[config.mk]
export PLATFORM = sky130hd
export DESIGN_NAME = pipe6_sequencer
export DESIGN_NICKNAME = d
export VERILOG_FILES = /design/src/rtl/pipe6_pkg.sv /design/src/rtl/pipe6_ctrl.sv /design/src/rtl/pipe6_datapath.sv /design/src/rtl/pipe6_sequencer.sv
export SDC_FILE = /design/constraint.sdc
export NUM_CORES = 1
export LEC_CHECK = 0
export BUFFER_PORTS_ARGS = -buffer_cell sky130_fd_sc_hd__buf_4
export CAP_MARGIN = 20
export CORE_MARGIN = 3
export CORE_UTILIZATION = 41
export DETAILED_ROUTE_END_ITERATION = 6
export HOLD_SLACK_MARGIN = 0.15
export PLACE_DENSITY_LB_ADDON = 0.08
export SLEW_MARGIN = 40
export SYNTH_ARGS = -nofsm -noshare
export SYNTH_HDL_FRONTEND = slang
export SYNTH_HIERARCHICAL = 1
export SYNTH_SLANG_ARGS = --single-unit
[constraint.sdc]
create_clock -name clk -period 1.75 [get_ports clk]
set_input_delay 0.175 -clock clk [delete_from_list [all_inputs] [get_ports clk]]
set_output_delay 0.175 -clock clk [all_outputs]
set_load 0.01 [all_outputs]
[src/rtl/pipe6_pkg.sv]
package pipe6_pkg;
  localparam int NSTG   = 6;
  localparam int STG_IF = 0;
  localparam int STG_ID = 1;
  localparam int STG_CO = 2;
  localparam int STG_FO = 3;
  localparam int STG_EX = 4;
  localparam int STG_WB = 5;

  typedef struct packed {
    logic advanceFetch;
    logic flushYoung;
    logic loadTarget;
    logic retire;
  } seqStrobes_t;
endpackage

[src/rtl/pipe6_ctrl.sv]
module pipe6_ctrl
  import pipe6_pkg::*;
(
  input  logic            clk,
  input  logic            rstN,
  input  logic [NSTG-1:0] vldIn,
  input  logic            fetchReady,
  input  logic            memConflict,
  input  logic            branchTaken,
  output seqStrobes_t     strb,
  output logic            fetchEn,
  output logic            fetchStall,
  output logic            redirect
);
  logic portClash;

  always_comb begin
    portClash         = memConflict & vldIn[STG_FO];
    redirect          = branchTaken & vldIn[STG_EX];
    fetchEn           = ~portClash;
    strb.advanceFetch = fetchEn & fetchReady & ~redirect;
    strb.flushYoung   = redirect;
    strb.loadTarget   = redirect;
    strb.retire       = vldIn[STG_WB];
    fetchStall        = ~strb.advanceFetch;
  end

  AST_FLUSH_EMPTIES_YOUNG: assert property (@(posedge clk) disable iff (!rstN)
    redirect |=> (vldIn[STG_EX:STG_IF] == '0));
  AST_CLASH_BLOCKS_FETCH: assert property (@(posedge clk) disable iff (!rstN)
    (memConflict && vldIn[STG_FO]) |=> !vldIn[STG_IF]);
endmodule

[src/rtl/pipe6_datapath.sv]
module pipe6_datapath
  import pipe6_pkg::*;
#(
  parameter int TAG_W = 8,
  parameter int CNT_W = 16
) (
  input  logic             clk,
  input  logic             rstN,
  input  seqStrobes_t      strb,
  input  logic [TAG_W-1:0] branchTarget,
  output logic [NSTG-1:0]  vld,
  output logic [TAG_W-1:0] fetchTag,
  output logic [TAG_W-1:0] wbTag,
  output logic [CNT_W-1:0] retired,
  output logic [CNT_W-1:0] cycles
);
  logic [TAG_W-1:0] stgTag [NSTG];

  always_ff @(posedge clk or negedge rstN) begin
    if (!rstN) begin
      vld <= '0;
      for (int s = 0; s < NSTG; s++) stgTag[s] <= '0;
    end else begin
      vld[STG_IF]    <= strb.advanceFetch;
      stgTag[STG_IF] <= fetchTag;
      for (int s = 1; s < NSTG; s++) begin
        if (strb.flushYoung && s <= STG_EX) vld[s] <= 1'b0;
        else                                vld[s] <= vld[s-1];
        stgTag[s] <= stgTag[s-1];
      end
    end
  end

  always_ff @(posedge clk or negedge rstN) begin
    if (!rstN)                  fetchTag <= '0;
    else if (strb.loadTarget)   fetchTag <= branchTarget;
    else if (strb.advanceFetch) fetchTag <= fetchTag + TAG_W'(1);
  end

  always_ff @(posedge clk or negedge rstN) begin
    if (!rstN) begin
      retired <= '0;
      cycles  <= '0;
    end else begin
      retired <= retired + CNT_W'(strb.retire);
      cycles  <= cycles + CNT_W'(1);
    end
  end

  assign wbTag = stgTag[STG_WB];

  AST_RETIRE_STEP: assert property (@(posedge clk) disable iff (!rstN)
    vld[STG_WB] |=> (retired == $past(retired) + CNT_W'(1)));
  AST_TAG_HOLD: assert property (@(posedge clk) disable iff (!rstN)
    !(strb.advanceFetch || strb.loadTarget) |=> $stable(fetchTag));
  AST_EX_REACHES_WB: assert property (@(posedge clk) disable iff (!rstN)
    vld[STG_EX] |=> vld[STG_WB]);
endmodule

[src/rtl/pipe6_sequencer.sv]
module pipe6_sequencer
  import pipe6_pkg::*;
#(
  parameter int TAG_W = 8,
  parameter int CNT_W = 16
) (
  input  logic             clk,
  input  logic             rstN,
  input  logic             fetchReady,
  input  logic             memConflict,
  input  logic             branchTaken,
  input  logic [TAG_W-1:0] branchTarget,
  output logic [5:0]       stageValid,
  output logic             fetchEn,
  output logic             fetchStall,
  output logic [TAG_W-1:0] fetchTag,
  output logic             redirect,
  output logic [TAG_W-1:0] redirectTag,
  output logic [TAG_W-1:0] wbTag,
  output logic [CNT_W-1:0] retiredCount,
  output logic [CNT_W-1:0] cycleCount
);
  seqStrobes_t     strb;
  logic [NSTG-1:0] vld;

  pipe6_ctrl u_ctrl (
    .clk         (clk),
    .rstN        (rstN),
    .vldIn       (vld),
    .fetchReady  (fetchReady),
    .memConflict (memConflict),
    .branchTaken (branchTaken),
    .strb        (strb),
    .fetchEn     (fetchEn),
    .fetchStall  (fetchStall),
    .redirect    (redirect)
  );

  pipe6_datapath #(.TAG_W(TAG_W), .CNT_W(CNT_W)) u_dp (
    .clk          (clk),
    .rstN         (rstN),
    .strb         (strb),
    .branchTarget (branchTarget),
    .vld          (vld),
    .fetchTag     (fetchTag),
    .wbTag        (wbTag),
    .retired      (retiredCount),
    .cycles       (cycleCount)
  );

  assign stageValid  = vld;
  assign redirectTag = branchTarget;
endmodule

Word level (Yosys, flattened, before mapping)
Cells that the tools add are included.

word-level totals
  input bits = 13
  register bits = 94
  logic and storage cells = 27

operators by class
  multiplexer cells = 6
  add/subtract/negate cells = 3
  reduce and logical (&&, ||, !) cells = 1
  bitwise logic cells = 7

operators by type and width
  operator               count
  $add 16x1->16          1
  $add 16x1->16 const B  1
  $mux 8                 2
  $add 8x1->8 const B    1
  $and 1x1->1            4
  $mux 1                 4
  $not 1->1              3
  $reduce_bool 2->1      1

Depth between registers and ports, before layout
Gate-level depths: netlist of the first run.

  depth after elaboration = 6
  gate-level depth with buffers = 6
  depth with buffers taken out = 6

Hierarchy
The synthesis of the first run kept the hierarchy.

by module, submodules not included
  module           cells an instance  area each (sq um)  times used  sequential area each (sq um)
  pipe6_datapath   229                3,220.6            1           2,352.3
  pipe6_sequencer  8                  60.1               1           0.0
  pipe6_ctrl       8                  47.5               1           0.0

Worst setup path after synthesis of the first run
Ideal clock, no wire load.

  path kind = register to register
  start point = reg u_dp.vld[5]
  end point = reg u_dp.retired[12]
  path buffers = 1
  setup slack = 291 ps
  library setup time = 79 ps
  data required time = 1,671 ps
  arrival = 1,380 ps
  cell stages (with the launch flop) = 7
  period minus slack after synthesis = 1,459 ps
  cells stage by stage = dfrtp_1 -> buf_4 -> ha_1 -> ha_1 -> inv_1 -> nor3_1 -> xor2_1

between the ends
  longest elaborated chain between the ends = 1

ends and longest elaborated chain
  what                              line                  source
  start: declaration                pipe6_datapath.sv:11  output logic [NSTG-1:0] vld,
  start signal: indexed assignment  pipe6_datapath.sv:24  vld[STG_IF] <= strb.advanceFetch;
  start signal: indexed assignment  pipe6_datapath.sv:28  else vld[s] <= vld[s-1];
  $add 16x1->16                     pipe6_datapath.sv:45  retired <= retired + CNT_W'(strb.retire);
  end signal: assignment            pipe6_datapath.sv:45
  end: declaration                  pipe6_datapath.sv:14  output logic [CNT_W-1:0] retired,

No other way between the ends.
A chain may end at the register's enable or synchronous reset.

Worst setup path in the final report of the first run
  start point = reg u_dp.vld[4]
  end point = out redirect

between the ends
  longest elaborated chain between the ends = 1

ends and longest elaborated chain
  what              line                   source
  $and 1x1->1       pipe6_ctrl.sv:19       redirect = branchTaken & vldIn[STG_EX];
  end: declaration  pipe6_sequencer.sv:17  output logic redirect,

No other way between the ends.

==> results.yml, run 1 <==
outcome:
  status: "complete, no violations"
setup_path:
  r2r_slack_ns: 0.22
  max_stage_delay_ns: 0.39
  rr_worst_depth: 5
  crit_type: "flop to primary output"
  r2r_start: "u_dp/vld[5]"
  cp_cell_sequence: "nand2_1 -> inv_1 -> buf_4"
  r2r_end: "u_dp/retired[12]"
  start_kind: "flop"
  cp_data_required_time_ns: 1.57
  worstSetupEndpointType: "primary output"
  crit_path_top_delay_cell: "dfrtp_1"
  critPathTopFamily: "buffers and inverters"
  crit_buf_inv: 2
  arrival_ns: 1.41
  cp_max_fo: 17
final_layout:
  layout_common_cells: "dfrtp_1 (94), buf_4 (79), xor2_1 (20), nand2_1 (19)"
  regArea_sq_mm: 0.002352
  finalNetCount: 342
  multiInputGateArea_sq_um: 802.0
  area_growth_pct: 26.73
  final_area_sq_mm: 0.004218
  n_fill_cell: 679
  n_antenna_cell: 0
  drive_gt1_frac: 0.3040
  final_common_cell: "dfrtp_1"
detailed_routing:
  firstDrtPassIters: 4
  wl_mm: 5.407
  ant_nets: 0
  via_per_inst: 4.510
  routedWlPerCell_um: 12.55
  vias: 1944
  drt_iter0_markers: 59
  drc: 0
global_route:
  first_global_vias: 1904
  antenna_found_initial: 0
  grt_overflow: 0
  grt.total_usage: 0.1278
  grt_max_degree: 53
  grt_pass1_wl_mm: 8.956
sta:
  skew_ns: 0.006596
  fmax_ghz: 0.6302
  hold_viol: 0
  min_period_ns: 1.587
  worstMarginPinSlew_ns: 0.4762
  rsz0062_at_grt: "false"
  finalCritPeriodShare: 0.9067
  report.final.slew_viol_count: 0
  setup_viol: 0
  tns_ns: 0
  slew_headroom: 0.6822
synthesis:
  synth-edff-count: 0
  netlist_area_sq_mm: 0.003328
  ys.flop_type: "dfrtp_1"
  syn-num-nets: 263
  yosysWarnings: 6
  async_reset_ff_frac: 1.000
  synth-seq-area-share: 0.7068
  syn_area_per_cell_sq_um: 13.58
  syn_inst: 245
  ys_types: 22
  synth-seq-cells: 94
placed_design:
  io_buffer_count: 77
  dp_hpwl_mm: 3.644
  post_dp_cell_area_sq_mm: 0.003918
  gp_congestion: 0.7502
floorplanning:
  fp.dieH_um: 96.10
  row_count: 32
  io_pins: 78
  die_w_um: 96.10
  initial_core_util: 0.4263
  fp.coreArea_sq_mm: 0.007807
  die_area_sq_mm: 0.009234
clock_tree:
  cts_root_buf: "clkbuf_8"
  cts.path.max_buffers: 2
  clk_transition_reported_paths_ns: 0.09
  clk_latency_ns: 0.35
  cts_num_sinks: 94
  cts_setup_buffers: 0
  cts_made_buffers: 9
  cts_max_level: 3
  cts_tree: "built"
power_and_ir_drop:
  total_power_mw: 5.690
  cellPowerDensity_mw_per_mm2: 1349
  ir_worst_vdd_mv: 0.5924
  p_leak_nw: 2.071
worst_hold_path:
  min_to: "u_dp/vld[0]"
  min_path_type: "input port to flop"
  min_path_cells: 2
  min-delay-start: "fetchReady"
run:
  cap_violations: 0
==> synth_stat cells (2+ instances only) <==
cell / instances / area share
nor2_1: 12 / 0.014
mux2i_1: 2 / 0.0060
nor3_1: 8 / 0.012
nand2_1: 19 / 0.021
and3_1: 3 / 0.0056
buf_4: 19 / 0.043
nand4_1: 9 / 0.017
nor2b_1: 4 / 0.0075
ha_1: 5 / 0.019
xnor2_1: 15 / 0.039
o21ai_0: 7 / 0.011
inv_1: 6 / 0.0068
xor2_1: 20 / 0.053
dfrtp_1: 94 / 0.71
nand3_1: 15 / 0.023
==> power by group <==
part	total (mW)	internal [mW]	switching, mW
clock	1.50	0.699	0.800
sequential	3.23	2.87	0.363
combinational	0.956	0.519	0.437
total	5.69	4.09	1.60
==> cells by family after synthesis <==
| group | share of synthesized area |
|---|---|
| flip-flops | 0.7068 |
| multiplexers | 0.006015 |
| XOR/XNOR | 0.09211 |
| AO/OA/AOI/OAI | 0.01053 |
| adder cells (fa/ha/maj) | 0.01880 |
| AND/OR/NAND/NOR | 0.1135 |
| buffers and inverters | 0.05225 |
==> state kept, by name, summed over array words and instances (netlist names) <==
register / flops
u_dp/cycles: 16
u_dp/fetchTag: 8
u_dp/retired: 16
u_dp/stgTag: 40
u_dp/vld: 6
u_dp/wbTag: 8
==> what timing repair did <==
action                                 in CTS  in global routing
hold buffers                                9                  0
gates resized for setup                     0                  0
setup endpoints to repair                   0                  0
endpoints found under the hold margin     102                  0
==> per-layer routing <==
metal / vias to the layer above / global-route usage / routed length (um)
met5: - / 0 / 0
met4: 0 / 0.06754 / 97
met3: 8 / 0.03909 / 375
met2: 59 / 0.1875 / 2541
met1: 942 / 0.1703 / 2394
li1: 935 / - / -
==> worst max path at each step <==
stage	from	endpoint	slack, ns	cells past startpoint
2_1_floorplan	u_dp/vld[5]	u_dp/retired[12]	0.29	6
3_3_place_gp	u_dp/vld[4]	u_dp/fetchTag[5]	0.27	6
3_5_place_dp	u_dp/vld[5]	u_dp/retired[12]	0.22	5
4_1_cts	u_dp/vld[4]	redirect	0.11	3
5_1_grt	u_dp/vld[4]	redirect	0.009	3
6_report	u_dp/vld[4]	redirect	0.16	3
==> stage by stage <==
step	hold slack [ns]	setup WS [ns]	util	instances
floorplan	-0.1206	0.2907	-	245
global placement	0.1032	0.2685	0.5018	406
detailed placement	0.1032	0.2205	0.5018	406
CTS	0.2204	0.1099	0.5402	431
global route	0.2470	0.009229	0.5402	431
finish	0.2329	0.1632	0.5402	431
==> cell type report <==
cell class,instances,area share
Clock buffer,9,0.02937
Clock inverter,7,0.02047
Inverter,6,0.005340
Multi-Input combinational cell,124,0.1902
Sequential cell,94,0.5577
Tap cell,102,0.03026
Timing Repair Buffer,89,0.1667
Note: power is estimated with default switching activity, not from simulation.
==> inputs of run 2 (changes only) <==
--- a/config.mk
+++ b/config.mk
@@ -12,6 +12,7 @@
 export DETAILED_ROUTE_END_ITERATION = 6
 export HOLD_SLACK_MARGIN = 0.15
 export PLACE_DENSITY_LB_ADDON = 0.08
+export RECOVER_POWER = 50
 export SLEW_MARGIN = 40
 export SYNTH_ARGS = -nofsm -noshare
 export SYNTH_HDL_FRONTEND = slang
==> results.yml, run 2 (synthesized netlist as in run 1, its figures left out) <==
sta:
  fmax_ghz: 0.6298
  setup_viol: 0
  rsz0062_at_grt: "false"
  hold_viol: 0
  slew_headroom: 0.5717
  tns_ns: 0
  report.final.slew_viol_count: 0
  holdWs_ns: 0.2324
  min_period_ns: 1.588
  finalCritPeriodShare: 0.9073
  worstMarginPinSlew_ns: 0.6424
  skew_ns: 0.006596
final_layout:
  fin_cells: 431
  final_common_cell: "dfrtp_1"
  largest_register_ffs: 40
  layout_common_cells: "dfrtp_1 (94), buf_4 (77), xor2_1 (20), nand2_1 (19)"
  postLayoutCoreUtil: 0.5396
  n_antenna_cell: 0
  regMostFlops: "u_dp/stgTag"
  drive_gt1_frac: 0.3040
  n_fill_cell: 680
  finalNetCount: 342
  area_growth_pct: 26.58
  top_regs: "u_dp/stgTag x40, u_dp/cycles x16, u_dp/retired x16"
setup_path:
  crit_type: "flop to primary output"
  worstSetupEndpointType: "primary output"
  arrival_ns: 1.41
  crit_path_top_delay_cell: "dfrtp_1"
  cp-startpoint: "u_dp/vld[4]"
  critPathCapture: "redirect"
  cp_data_required_time_ns: 1.57
  start_kind: "flop"
  r2r_end: "u_dp/retired[12]"
  rr_worst_depth: 5
  cp_cell_sequence: "nand2_1 -> inv_1 -> buf_4"
  r2r_start: "u_dp/vld[5]"
  max_stage_delay_ns: 0.39
  cp_max_fo: 17
  r2r_slack_ns: 0.22
run:
  cap_violations: 0
placed_design:
  gp_congestion: 0.7502
  io_buffer_count: 77
  place_inst: 406
  dp_hpwl_mm: 3.644
power_and_ir_drop:
  clkPwrFrac: 0.264
  cellPowerDensity_mw_per_mm2: 1350
  p_seq_frac: 0.569
  p_int_mw: 4.088
  ir_worst_vdd_mv: 0.5930
  swShare: 0.2814
  comb_power_share: 0.168
  power.switching_mw: 1.601
  p_leak_nw: 2.070
global_route:
  grt_max_degree: 53
  grt_overflow: 0
  first_global_vias: 1904
  antenna_found_initial: 0
  grt.total_usage: 0.1278
  grt_pass1_wl_mm: 8.956
detailed_routing:
  firstDrtPassIters: 4
  routedWlPerCell_um: 12.54
  drt_iter0_markers: 59
  vias: 1945
  drc: 0
  via_per_inst: 4.513
  wl_mm: 5.406
  ant_nets: 0
clock_tree:
  cts_resized: 0
  cts_root_buf: "clkbuf_8"
  clk_transition_reported_paths_ns: 0.09
  postCtsHoldBufs: 9
  cts_max_level: 3
  clk_latency_ns: 0.35
  cts_num_sinks: 94
  cts_setup_buffers: 0
  cts_made_buffers: 9
  cts.path.max_buffers: 2
  cts_tree: "built"
floorplanning:
  row_count: 32
  initial_core_util: 0.4263
  fp.dieH_um: 96.10
  fp.coreArea_sq_mm: 0.007807
  die_w_um: 96.10
  die_area_sq_mm: 0.009234
  io_pins: 78
worst_hold_path:
  min-delay-start: "fetchReady"
  min_path_type: "input port to flop"
outcome:
  status: "complete, no violations"
## run 2: cell count changes in the layout (fill, tap and decap cells not counted)
cell and change:
buf_4 -2, clkbuf_2 +2
## run 2: power by group through the flow
stage / sequential, mW / combinational, mW / clock, mW
after global routing: 3.34 / 1.07 / 1.63
final: 3.23 / 0.955 / 1.50
after detailed placement: 3.30 / 0.960 / 0
after CTS: 3.25 / 0.980 / 1.57
after floorplan: 3.29 / 0.455 / 0
after global placement: 3.27 / 0.957 / 0
## run 2: per-stage QoR
step / power (mW) / setup slack, ns / instance area [sq um]
6_report: 5.689 / 0.1622 / 4213
5_1_grt: 6.047 / 0.009229 / 4213
4_1_cts: 5.798 / 0.1099 / 4218
3_5_place_dp: 4.256 / 0.2205 / 3918
3_3_place_gp: 4.228 / 0.2685 / 3918
2_1_floorplan: 3.745 / 0.2907 / 3328
## run 2: final cells by class
class	instances	area, sq um	share of cell area
sequential	94	2352	0.5584
multi-input combinational	124	802.0	0.1904
timing repair buffer	89	698.2	0.1657
tap	102	127.6	0.03029
clock buffer	9	123.9	0.02940
clock inverter	7	86.33	0.02049
inverter	6	22.52	0.005346
## run 2: worst min-delay path by stage
stage / end / slack [ns] / cells past startpoint
final: u_dp/vld[0] / 0.23 / 2
after global routing: u_dp/vld[0] / 0.25 / 2
after CTS: u_dp/vld[0] / 0.22 / 2
after detailed placement: u_dp/wbTag[5] / 0.10 / 1
after global placement: u_dp/wbTag[5] / 0.10 / 1
after floorplan: u_dp/cycles[0] / -0.12 / 0
## run 2: routing by layer
layer | global-route usage | share of wire | vias up
met3 | 0.03909 | 0.069 | 8
met5 | 0 | 0 | -
met1 | 0.1703 | 0.44 | 943
li1 | - | - | 935
met2 | 0.1875 | 0.47 | 59
met4 | 0.06754 | 0.018 | 0
## run 2: worst max-delay path, delay by kind of cell, from the launching register on
| kind | cells | cell delay (ns) |
|---|---|---|
| AND/OR/NAND/NOR | 1 | 0.10 |
| flip-flops | 1 | 0.39 |
| buffers and inverters | 2 | 0.58 |
